## src/rtl/lwd_pkg.sv

```systemverilog
package lwd_pkg;

    typedef enum logic [2:0] {
        ST_OFF,      // disarmed
        ST_LISTEN,   // armed, bus high, count empty
        ST_COUNT,    // counting a low phase
        ST_ARMED,    // low phase qualified, waiting for the rise
        ST_SPENT     // wake issued, waiting for disarm
    } lwd_state_e;

endpackage

```

## src/rtl/lwd_sync.sv

```systemverilog
module lwd_sync #(
    parameter int STAGES = 2
) (
    input  logic clk_i,
    input  logic rst_ni,
    input  logic d_i,
    output logic q_o
);
    logic [STAGES-1:0] chain_q;

    always_ff @(posedge clk_i or negedge rst_ni) begin
        if (!rst_ni) begin
            chain_q <= '0;
        end else begin
            chain_q <= {chain_q[STAGES-2:0], d_i};
        end
    end

    assign q_o = chain_q[STAGES-1];
endmodule

```

## src/rtl/lwd_fsm.sv

```systemverilog
module lwd_fsm
    import lwd_pkg::*;
#(
    parameter int CNT_W = 16
) (
    input  logic             clk_i,
    input  logic             rst_ni,
    input  logic             arm_i,
    input  logic             low_i,
    input  logic [CNT_W-1:0] limit_i,
    output logic             wake_o
);
    typedef struct packed {
        lwd_state_e       state;
        logic [CNT_W-1:0] cnt;
        logic             wake;
    } regs_t;

    localparam logic [CNT_W-1:0] CNT_ONE = CNT_W'(1);
    localparam logic [CNT_W-1:0] CNT_MAX = '1;

    regs_t r_q, r_d;
    logic [CNT_W-1:0] limit_eff;
    logic [CNT_W-1:0] bump;

    always_comb begin
        limit_eff = (limit_i == '0) ? CNT_ONE : limit_i;
        bump      = (r_q.cnt == CNT_MAX) ? r_q.cnt : r_q.cnt + CNT_ONE;

        r_d      = r_q;
        r_d.wake = 1'b0;

        unique case (r_q.state)
            ST_OFF: begin
                r_d.cnt = '0;
                if (arm_i) r_d.state = ST_LISTEN;
            end
            ST_LISTEN, ST_COUNT: begin
                if (low_i) begin
                    r_d.cnt   = bump;
                    r_d.state = (bump >= limit_eff) ? ST_ARMED : ST_COUNT;
                end else begin
                    r_d.cnt   = '0;
                    r_d.state = ST_LISTEN;
                end
            end
            ST_ARMED: begin
                if (!low_i) begin
                    r_d.wake  = 1'b1;
                    r_d.state = ST_SPENT;
                end
            end
            ST_SPENT: begin
                r_d.cnt = '0;
            end
            default: begin
                r_d.state = ST_OFF;
                r_d.cnt   = '0;
            end
        endcase

        if (!arm_i) begin
            r_d.state = ST_OFF;
            r_d.cnt   = '0;
            r_d.wake  = 1'b0;
        end
    end

    always_ff @(posedge clk_i or negedge rst_ni) begin
        if (!rst_ni) begin
            r_q.state <= ST_OFF;
            r_q.cnt   <= '0;
            r_q.wake  <= 1'b0;
        end else begin
            r_q <= r_d;
        end
    end

    assign wake_o = r_q.wake;
endmodule

```

## src/rtl/lin_wake_detect.sv

```systemverilog
module lin_wake_detect #(
    parameter int CNT_W       = 16,
    parameter int SYNC_STAGES = 2
) (
    input  logic             clk_i,
    input  logic             rst_ni,
    input  logic             arm_i,
    input  logic             bus_low_i,
    input  logic [CNT_W-1:0] qual_cycles_i,
    output logic             wake_o
);
    logic low_sync;

    lwd_sync #(.STAGES(SYNC_STAGES)) u_sync (
        .clk_i (clk_i),
        .rst_ni(rst_ni),
        .d_i   (bus_low_i),
        .q_o   (low_sync)
    );

    lwd_fsm #(.CNT_W(CNT_W)) u_fsm (
        .clk_i  (clk_i),
        .rst_ni (rst_ni),
        .arm_i  (arm_i),
        .low_i  (low_sync),
        .limit_i(qual_cycles_i),
        .wake_o (wake_o)
    );
endmodule

```

## config.mk

```make
export PLATFORM = sky130hd
export DESIGN_NAME = lin_wake_detect
export DESIGN_NICKNAME = d
export VERILOG_FILES = /design/src/rtl/lwd_pkg.sv /design/src/rtl/lwd_sync.sv /design/src/rtl/lwd_fsm.sv /design/src/rtl/lin_wake_detect.sv
export SDC_FILE = /design/constraint.sdc
export NUM_CORES = 1
export LEC_CHECK = 0
export ABC_AREA = 1
export BUFFER_PORTS_ARGS = -buffer_cell sky130_fd_sc_hd__buf_4
export CORE_MARGIN = 4
export CORE_UTILIZATION = 40
export DETAILED_ROUTE_END_ITERATION = 8
export GPL_TIMING_DRIVEN = 0
export PLACE_DENSITY = 0.62
export SLEW_MARGIN = 15
export SYNTH_ARGS = -nofsm -noshare
export SYNTH_HDL_FRONTEND = slang
export SYNTH_SLANG_ARGS = --single-unit
```

## constraint.sdc

```tcl
create_clock -name clk_i -period 2.6 [get_ports clk_i]
set_input_delay 0.78 -clock clk_i [delete_from_list [all_inputs] [get_ports clk_i]]
set_output_delay 0.78 -clock clk_i [all_outputs]
set_load 0.01 [all_outputs]
```

# ---- After elaboration in Yosys (flattened, before gate mapping)
# Index checks and enable logic that the tools add are counted.
# Widths: inputs -> output; s select.
dict set report op_classes {
  n_addsub 1
  n_lt_le_gt_ge 1
  n_eq_ne 8
  mux 10
  n_reduce_logical 4
}
# operator n
set op_table {}
lappend op_table {{$mux 16} 2}
lappend op_table {{$pmux 16 s2} 1}
lappend op_table {{$mux 20} 1}
lappend op_table {{$mux 19} 1}
lappend op_table {{$add 16x1->16 const B} 1}
lappend op_table {{$eq 16x16->1 const B} 1}
lappend op_table {{$ge 16x16->1} 1}
lappend op_table {{$logic_not 16->1} 1}
lappend op_table {{$pmux 3 s4} 1}
lappend op_table {{$eq 3x2->1 const B} 2}
lappend op_table {{$ne 2x2->1 const B} 2}
lappend op_table {{$eq 3x1->1 const B} 1}
lappend op_table {{$eq 3x3->1 const B} 1}
lappend op_table {{$logic_not 3->1} 1}
lappend op_table {{$mux 1} 3}
lappend op_table {{$mux 3} 1}
lappend op_table {{$ne 3x3->1 const B} 1}
lappend op_table {{$reduce_and 2->1} 1}
lappend op_table {{$reduce_or 2->1} 1}
dict set report totals {
  register_bits 22
  out_inout_bits 1
  word_cells 28
}

# ---- Longest topological paths before layout
# Gate-level depths: netlist (run 1).
dict set report depth {
  word_depth 7
  depth_mapped 22
}

# ---- By module
# From an unflattened synthesis (run 1), not the netlist that was laid out.
dict set report unflattened {
  cells_unflattened 247
  hier_area_um2 1808.0
}
# module instances cells_per_inst area_each_um2 seq_area_each_um2
set by_module_without_submodules {}
lappend by_module_without_submodules {lwd_fsm 1 245 1757.9 500.5}
lappend by_module_without_submodules {lwd_sync 1 2 50.0 50.0}

# ---- Least setup slack after synthesis (run 1)
# No wires, ideal clock.
dict set report synth_path {
  path_kind {reg-to-reg}
  from {register u_fsm.r_q[1] (netlist bit)}
  to {register u_fsm.r_q[17] (netlist bit)}
  arrival_ns 2.103
  path_slack_ns 0.380
  stages_incl_launch_ff 22
  path_buffers 1
  synth_period_minus_slack_ns 2.220
  path_cell_list {dfrtp_1 ha_1 nand2_1 nor2_2 nand2_2 nor2_4 inv_2 buf_6 nand2_2 ha_1 nand2_1 inv_1 nand2_1 nand2_1 nor2_1 nand2_1 nand2_1 nand2_1 nand2_1 nand2_1 nand2_1 nand2_1}
}
dict set report synth_via {
  elab_chain_len 7
}
# element line
set synth_rtl {}
lappend synth_rtl {{start: declaration} lwd_fsm.sv:22} ;# regs_t r_q, r_d;
lappend synth_rtl {{start signal: assignment} lwd_fsm.sv:75} ;# r_q <= r_d;
lappend synth_rtl {{$add 16x1->16 or $eq 16x16->1 (tied branches)} lwd_fsm.sv:28} ;# bump = (r_q.cnt == CNT_MAX) ? r_q.cnt : r_q.cnt + CNT_ONE;
lappend synth_rtl {{$mux 16 (*)} lwd_fsm.sv:28}
lappend synth_rtl {{$ge 16x16->1 (*)} lwd_fsm.sv:41} ;# r_d.state = (bump >= limit_eff) ? ST_ARMED : ST_COUNT;
lappend synth_rtl {{$mux 1 (*)} lwd_fsm.sv:41}
lappend synth_rtl {{$mux 19 (*)} lwd_fsm.sv:39} ;# if (low_i) begin
lappend synth_rtl {{$pmux 3 s4 (*)} lwd_fsm.sv:33} ;# unique case (r_q.state)
lappend synth_rtl {{$mux 20 (*)} lwd_fsm.sv:62} ;# if (!arm_i) begin
# Mark *: on every way between the ends. The rest lies on a longest branch, timed or not.
# A chain may end at the register's enable or synchronous reset.

# ---- Final worst setup path (run 1)
# Ends and elaborated chain as after synthesis.

==> results of run 1 <==
[area by class of cell]
cell class              instances  area (sq um)
clock buffers                   3          41.3
clock inverters                 1          30.0
multi-input cells             185          1260
inverters                      51           194
plain buffers                   3          32.5
well taps                      52          65.1
repair buffers                 26           206
flip-flops and latches         22           551
fillers                       431          2030
[cell usage after synthesis]
master / number
sky130_fd_sc_hd__and2_1: 1
sky130_fd_sc_hd__buf_4: 1
sky130_fd_sc_hd__o21ai_2: 1
sky130_fd_sc_hd__nor3_2: 3
sky130_fd_sc_hd__nor2_1: 11
sky130_fd_sc_hd__o31ai_1: 2
sky130_fd_sc_hd__o21ai_0: 9
sky130_fd_sc_hd__xor2_1: 7
sky130_fd_sc_hd__a41o_1: 1
sky130_fd_sc_hd__nand3_1: 10
sky130_fd_sc_hd__o21a_1: 1
sky130_fd_sc_hd__nand3_2: 1
sky130_fd_sc_hd__a21oi_1: 6
sky130_fd_sc_hd__buf_6: 1
sky130_fd_sc_hd__ha_1: 17
sky130_fd_sc_hd__nand2_1: 70
sky130_fd_sc_hd__nand2_4: 2
sky130_fd_sc_hd__nor2_2: 1
sky130_fd_sc_hd__nor2_4: 2
sky130_fd_sc_hd__inv_2: 5
sky130_fd_sc_hd__clkbuf_2: 1
sky130_fd_sc_hd__nand3b_1: 2
sky130_fd_sc_hd__inv_1: 46
sky130_fd_sc_hd__nand4_1: 6
sky130_fd_sc_hd__nand4_2: 1
sky130_fd_sc_hd__nor3_1: 7
sky130_fd_sc_hd__and3_1: 1
sky130_fd_sc_hd__xnor2_1: 1
sky130_fd_sc_hd__o21ai_1: 7
sky130_fd_sc_hd__dfrtp_1: 22
sky130_fd_sc_hd__nor4_1: 5
sky130_fd_sc_hd__nand2_2: 10
[cells by family after synthesis]
group | after synthesis
AND/OR/NAND/NOR | 133
XOR/XNOR | 8
flip-flops | 22
adder cells (fa/ha/maj) | 17
AO/OA/AOI/OAI | 27
buffers and inverters | 54
[routing by layer]
layer | vias up | global-route usage, %
met3 | 6 | 2.13
li1 | 893 | -
met2 | 41 | 24.2
met1 | 786 | 20.4
met4 | 0 | 5.16
met5 | - | 0
[state kept, by name, indices dropped and copies added (netlist names)]
register / cells
u_fsm.wake_o: 1
u_sync.chain_q: 2
u_fsm.r_q: 19
[per-stage QoR]
stage	hold slack, ns	setup TNS [ns]
after floorplan	0.331	0
after global placement	0.335	-0.117
after detailed placement	0.342	-0.136
after CTS	0.362	0
after global routing	0.370	-0.111
final	0.361	0
[power groups by stage]
| stage | registers [mW] | clock network [mW] | logic, mW |
|---|---|---|---|
| 2_1_floorplan | 0.358 | 0 | 0.0459 |
| 3_3_place_gp | 0.360 | 0 | 0.0890 |
| 3_5_place_dp | 0.360 | 0 | 0.0901 |
| 4_1_cts | 0.353 | 0.335 | 0.0906 |
| 5_1_grt | 0.354 | 0.347 | 0.113 |
| 6_report | 0.353 | 0.326 | 0.0969 |
[worst max-delay path by stage]
stage / from / end / slack [ns] / cells after the start
final: u_fsm.r_q[1] / u_fsm.r_q[17] / 0.06 / 21
after global routing: u_fsm.r_q[1] / u_fsm.r_q[17] / -0.11 / 21
after CTS: u_fsm.r_q[1] / u_fsm.r_q[17] / 0.02 / 21
after detailed placement: qual_cycles_i[9] / u_fsm.r_q[17] / -0.14 / 14
after global placement: qual_cycles_i[9] / u_fsm.r_q[17] / -0.12 / 14
after floorplan: u_fsm.r_q[1] / u_fsm.r_q[17] / 0.38 / 21
[timing repair]
| action | CTS | global route |
|---|---|---|
| pin swaps | 0 | 20 |
| buffers inserted | 0 | 6 |
| setup endpoints to repair | 1 | 1 |
| resized for setup | 1 | 42 |
==> summary by stage, run 1 <==
STA
Setup repair after global routing could not meet its margin everywhere. After layout, the worst setup slack is 0.0580 ns. The clock period minus worst slack is 2.54 ns.

The number of pins exceeding their max-slew limit in the final report was 0. The maximum operating frequency is 393 MHz. Setup violations remaining at the end of the flow were counted as 0.

The max-slew headroom at the worst pin is 52.0%. The transition time at the pin with the least slew margin is 0.716 ns. After layout, the worst path uses 97.8% of the clock period. The final setup skew is 0.00245 ns. The number of hold-slack violations in the final timing report is 0.

Routing
The length of routed met3 wiring is 170 um. In the routed design, unresolved DRC markers number 0. Summing over every cut layer, the via total after detailed routing is 1726.

The vias per cell is 5.03. After detailed routing, the met2 layer carries 2020 um of wire. The count of nets left with antenna violations once routing finished came out at 0. The uppermost metal layer occupied by signal nets is met4. After detailed routing, the average wire length per cell comes to 12.5 um. The wire length reported by the detailed router is 4290 um. The violation count after the first detailed-routing iteration is 84. The number of iterations in the first detailed-routing pass is 4. The met1 wire length is 2030 um.

Critical path
The flop-to-flop setup slack is 0.06 ns. In this run the worst path has a maximum fanout of 7. The endpoint arrival time on the critical path is 2.71 ns.

The endpoint identified for the worst register-to-register timing path is u_fsm.r_q[17]. The critical path startpoint category is a flip-flop. On the critical path, the stage with the largest delay is an instance of sky130_fd_sc_hd__dfrtp_1. The startpoint identified for the worst register-to-register timing path is u_fsm.r_q[1]. The most prevalent standard cell on the critical path is sky130_fd_sc_hd__nand2_2. The worst setup path is of the flip-flop to flip-flop kind. The critical path's top delay family is simple AND/OR/NAND/NOR gates.

The worst setup path is captured at a flip-flop. The worst register-to-register path has a depth of 21. The critical path contains buffers and inverters numbering 3 combined. At the worst endpoint, the required time is 2.77 ns. The critical path goes through ha_2 -> nand2_2 -> nor2_4 -> nand2_2 -> nor2_4 -> inv_4 -> buf_12 -> nand2_8 -> ha_4 -> nand2_2 -> inv_2 -> nand2_2 -> nor2_1 -> nor2_1 -> nand2_2 -> nand2_2 -> nand2_2 -> nand2_2 -> nand2_1 -> nand2_1 -> nand2_1. The largest single stage delay on the critical path is 0.44 ns.

Die
The floorplan die area is 5780 sq um. Row generation in the floorplan step produced 24 rows. Once the floorplan was initialized, standard cells occupied 42.0% of the core.

After floorplanning, the core was sized to cover 4410 sq um. The die is 76.0 um wide. 21 I/O pins were placed. The y dimension of the die is 76.0 um.

Job
Max-cap violations in this run came to 0.

Power and ir drop
Per report_power, the sequential group accounts for 45.5% of the total. Combinational logic is responsible for 12.5% of the overall power. VDD sags by at most 0.000204 V.

The power per unit of standard cell area is 326 nW/um^2. The internal cell power is 0.597 mW. The total power is 0.776 mW. In this run switching power makes up 23.1% of total power. The analysis attributes to net switching a power of 0.179 mW. The power share of the clock group is 42.0%.

The leakage power of the design is 1.21 nW.

Place
The HPWL after detailed placement is 3200 um. OpenSTA, run right after detailed placement, puts the worst setup slack at -0.136 ns. Routability-driven placement finished with a final weighted congestion of 0.850.

The area after detailed placement is 2070 sq um. In this run, placement finished with an instance count of 333. During placement, the flow inserted port buffers numbering 20.

GRT
The first global-routing pass estimated 7220 um of wire. Global routing consumed, over all layers together, 15.0% of the routing resources. The number of antenna violations at the first check in global routing came to 0. The number of global-route vias before repair was 1652.

The total overflow reported by the global router is 0. Entering global routing, the biggest net connects 23 pins.

Hold path
The worst hold path begins at u_sync.chain_q[0]. Along the worst hold path, the cell count comes to 0. The capture endpoint of the worst hold path is u_sync.chain_q[1]. The type of the worst min-delay path is flip-flop to flip-flop.

Yosys
By area, the combinational part of the netlist is dominated by simple AND/OR/NAND/NOR gates. The post-synth net total is 298. After synthesis, the cell types taking the most area are sky130_fd_sc_hd__dfrtp_1, sky130_fd_sc_hd__nand2_1, sky130_fd_sc_hd__ha_1, sky130_fd_sc_hd__inv_1, sky130_fd_sc_hd__nand2_2. The number of synthesis warnings is 0.

The compound-cell area share of the yosys netlist is 8.18%. In this run, synthesis produced a sequential element count of 22. The portion of synthesized area spent on multiplexers is 0%.

The sequential area share after synthesis is 29.7%. The fraction of synthesized cell area taken by the top area cell type is 29.7%. The synthesized design spends more area on one cell type than any other, namely sky130_fd_sc_hd__dfrtp_1. The synthesized-area fraction occupied by adder cells is 11.5%. The count of distinct cell types in the synthesized netlist is 32. The area fraction in and, or, nand and nor cells after synthesis is 35.2%.

In the synthesized netlist, the number of instances is 261. In this run the mean area of a mapped cell was 7.09 sq um. The mapped netlist covers 1850 sq um.

The XOR/XNOR share of the synthesized area is 3.78%.

Cells and area
The area growth from synthesis to layout is 28.8%. The antenna diode count is 0. The final layout contains 329 nets. The final standard cell area without fillers is 2380 sq um. Of the cells placed in the final design, the portion with a size suffix greater than 1 is 29.6%. The finished layout holds 343 standard cells, fillers aside.

The library cell used most frequently in the layout, excluding fill and tap cells, is sky130_fd_sc_hd__nand2_1. At the end of the flow the core is filled with cells to 54.0%. Leaving out fill and tap cells, the most frequent cells in the layout are sky130_fd_sc_hd__nand2_1, sky130_fd_sc_hd__inv_1, sky130_fd_sc_hd__buf_4.

Clocking
The number of buffers inserted during clock tree synthesis is 3. The clock network latency to the later pin of the worst-skew pair is 0.27 ns. The CTS tree is yes. The quantity of hold-fixing buffers added after cts is 0. The clock passes through at most 2 buffers. The cell at the root of the clock tree is sky130_fd_sc_hd__clkbuf_8. Clock tree synthesis found a total of 22 sinks. Clock-pin slew was measured on the worst setup and hold paths at 0.09 ns. CTS built an H-tree with a depth of 1.

Run status
The flow ran to the end, and the final reports show no timing, DRC or antenna violations.
Power figures use the tool's default switching activity.
==> run 2: changes to the inputs <==
Settings changed: ABC_AREA 1 to default.
==> summary by stage, run 2 <==
Power and ir drop
The power per unit of standard cell area was 286 nW/um^2 (-12%). The maximum vdd ir drop is 0.000245 V (+21%). The total power came to 0.717 mW (-7.7%). The leakage power of the design is 1.13 nW (-6.5%).

Yosys
The cell with the most instances after synthesis is sky130_fd_sc_hd__dfrtp_1. Yosys attributes the largest share of cell area to sky130_fd_sc_hd__dfrtp_1, sky130_fd_sc_hd__ha_1, sky130_fd_sc_hd__a21oi_1, sky130_fd_sc_hd__nor2_1, sky130_fd_sc_hd__inv_1. The count of distinct cell types in the synthesized netlist was 49 (+53%). The post-synthesis register bit count is 22 (unchanged). The fraction of synthesized cell area taken by the top area cell type is 30.1% (+0.32 points). In the synthesized netlist, the cells that appear most often are sky130_fd_sc_hd__dfrtp_1, sky130_fd_sc_hd__a21oi_1, sky130_fd_sc_hd__nor2_1, sky130_fd_sc_hd__ha_1, sky130_fd_sc_hd__inv_1.

The average size of a mapped cell is 8.40 sq um (+18%). The post-synthesis instance area is 1830 sq um (-1.1%). The number of flops mapped to enable cells by yosys is 0 (unchanged). The sequential area share after synthesis is 30.1% (+0.32 points). The library cell occupying the most area in the post-synthesis netlist is sky130_fd_sc_hd__dfrtp_1. The number of synthesis warnings is 0 (unchanged). Among all flip-flop cells after synthesis, the most frequent one is sky130_fd_sc_hd__dfrtp_1.

The post-synth net total was 255 (-14%). The share of flip-flops with an asynchronous set or reset after synthesis was 100% (unchanged). The number of instances in the synthesized netlist is 218 (-16%).

STA
The number of pins exceeding their max-slew limit in the final report came to 0 (unchanged). The transition time at the pin with the least slew margin is 0.597 ns (-0.119 ns). The number of hold-slack violations in the final timing report is 0 (unchanged).

The share of the cycle needed by the critical path after routing is 103% (+5.1 points). The setup-violating endpoint count in the final report is 1 (+1). The final setup skew is 0.00267 ns (+0.000218 ns).

The clock period minus worst slack is 2.67 ns (+0.131 ns). Setup repair after global routing could not meet its margin everywhere. The maximum operating frequency was 374 MHz (-4.9%). The slack of the critical path is -0.0735 ns (-0.131 ns). The max-slew headroom at the worst pin is 60.2% (+8.2 points).

Clocking
The sink count of the clock tree is 22 (unchanged). The number of buffers inserted during clock tree synthesis is 3 (unchanged). The deepest level of the CTS H-tree is 1 (unchanged).

In this run the clock root is driven by a sky130_fd_sc_hd__clkbuf_8. The quantity of hold-fixing buffers added after cts came to 0 (unchanged). TritonCTS built the clock tree. The clock network latency to the later pin of the worst-skew pair is 0.27 ns (about the same). The post-CTS clock slew at the launch and capture registers of the worst setup and hold paths is 0.08 ns (about the same). The deepest clock path buffer count is 2 (unchanged).

Place
The HPWL after detailed placement is 3750 um (+17%). The final weighted congestion in routability-driven placement is 0.842 (-0.94%). The total of buffers placed on input and output ports is 20 (unchanged).

The cell count after placement is 290 (-13%).

Run status
The checks that failed: negative setup slack. The run finished, with violations left.

Cells and area
The area added between synthesis and finish is 36.9%. Leaving out fill and tap cells, the most frequent cells in the layout are sky130_fd_sc_hd__buf_4, sky130_fd_sc_hd__a21oi_1, sky130_fd_sc_hd__inv_1. The total number of nets in the final design is 306 (-7.0%).

The share of cells above drive strength 1 is 33.2% (+3.7 points). Ranked by flip-flop count, first place goes to u_fsm.r_q. The combined flip-flop and latch cell area came to 559 sq um (+1.6%). The number of flip-flops under the largest register name was 19 (unchanged). The number of filler cells placed in the layout is 402 (-6.7%). The area of combinational cells with multiple inputs is 1380 sq um (+8.7%). The antenna diode count is 0 (unchanged). Leaving out fill and tap cells, the most frequent cell in the layout is sky130_fd_sc_hd__buf_4. The final instance count without filler cells is 320 (-6.7%).

Critical path
The critical path startpoint category is a flip-flop. Walking the worst path, the cells encountered are nand4_1 -> buf_6 -> nor4_4 -> buf_4 -> a31oi_2 -> a21oi_4 -> ha_4 -> a2111oi_4 -> o211ai_1 -> o31a_1. The cell with the largest stage delay on the worst path is sky130_fd_sc_hd__dfrtp_1. The biggest cell delay along the critical path is 0.50 ns (+0.06 ns). The category of the worst setup path capture point is a flip-flop.

The required arrival time at the worst endpoint is 2.76 ns (about the same). The top fanout value on the critical path is 6 (-1). The class of the most critical setup path is flip-flop to flip-flop. The endpoint arrival time on the critical path was 2.83 ns (+0.12 ns).

Die
The floorplan core area is 4380 sq um (-0.68%). The number of core rows was 24 (unchanged). The boundary pin count is 21 (unchanged). The horizontal extent of the die was 75.7 um (-0.49%). The floorplan die area was 5730 sq um (-0.97%). The initial cell density of the core is 41.8% (-0.17 points). The y dimension of the die was 75.7 um (-0.49%).

GRT
The pin count of the biggest net entering global routing came to 23 (unchanged). The number of antenna violations at the first check in global routing is 0 (unchanged). The total overflow reported by the global router is 0 (unchanged). The number of global-route vias before repair was 1669 (+1.0%). The total routing resource utilization after global routing is 19.6% (+4.6 points). The global-route wire length before repair was 8410 um (+16%).

Routing
The wire length reported by the detailed router is 5600 um (+30%). The total via count in the routed design is 1924 (+11%). The post-route DRC violation count is 0 (unchanged). The violation count after the first detailed-routing iteration came to 176 (+110%). The average detailed-routed wire length per instance is 17.5 um (+40%). The number of iterations in the first detailed-routing pass came to 6 (+2). The vias per cell is 6.01 (+19%). The post-detailed-route count of antenna-violating nets is 0 (unchanged).

Job
The number of maximum-capacitance constraint violations is 0 (unchanged).

Hold path
The type of the worst min-delay path is flip-flop to flip-flop.
-- run 2: power breakdown --
group	switching (mW)	leakage [nW]	internal, mW	total [mW]
sequential	0.00998	0.289	0.348	0.358
clock	0.121	0.0228	0.110	0.231
combinational	0.0704	0.822	0.0574	0.128
total	0.201	1.13	0.516	0.717
-- run 2: layer usage --
layer	track usage (%)	share of wire, %
met5	0	0
met4	5.44	2.7
met3	3.03	4.4
met2	28.6	47
met1	29.7	46
-- run 2: cell type report --
cell class                      instances  share of cell area (%)
Multi-Input combinational cell        171                    54.8
Inverter                               17                    2.54
Clock buffer                            4                    1.80
Buffer                                  8                    1.85
Timing Repair Buffer                   46                    14.1
Tap cell                               52                    2.59
Sequential cell                        22                    22.3
-- run 2: stage by stage --
stage          hold slack, ns  worst slack (ns)  setup TNS (ns)  utilization (%)  cell area [sq um]
2_1_floorplan           0.331           0.00565               0                -               1880
5_1_grt                 0.369            -0.178          -0.178             57.2               2510
6_report                0.353           -0.0735         -0.0735             57.2               2510
4_1_cts                 0.356            -0.135          -0.135             52.6               2310
3_3_place_gp            0.333            -0.459          -0.459             47.8               2100
3_5_place_dp            0.336            -0.443          -0.443             47.8               2100
-- run 2: what timing repair did --
item | 4_1_cts | 5_1_grt
gates resized for setup | 11 | 26
setup endpoints to repair | 1 | 1
pin swaps | 11 | 17
buffers inserted | 16 | 10
-- run 2: cell families after synthesis --
| family | synth area share, % |
|---|---|
| fa+ha+maj | 11.6 |
| compound gates | 24.9 |
| flops | 30.1 |
| buf+inv | 5.40 |
| mux | 0.615 |
| simple gates | 24.0 |
| xor+xnor | 3.35 |
-- run 2: critical path: cells and delay by family, from the launching register on --
| kind | cells | cell delay (ns) |
|---|---|---|
| AOI/OAI and AO/OA | 5 | 1.14 |
| adders and majority gates | 1 | 0.22 |
| buffers and inverters | 2 | 0.35 |
| DFF | 1 | 0.50 |
| and+or+nand+nor | 2 | 0.34 |
-- run 2: final timing paths --
check,startpoint,end,slack (ns),depth (start not counted)
worst min-delay path,u_sync.chain_q[0],u_sync.chain_q[1],0.35,0
max in group asynchronous,rst_ni,u_fsm.r_q[1],1.97,1
worst max-delay path,u_fsm.r_q[4],u_fsm.r_q[17],-0.07,10
worst min register to register,u_sync.chain_q[0],u_sync.chain_q[1],0.35,0
worst max register to register,u_fsm.r_q[4],u_fsm.r_q[17],-0.07,10
min in group asynchronous,rst_ni,u_fsm.r_q[6],0.39,1
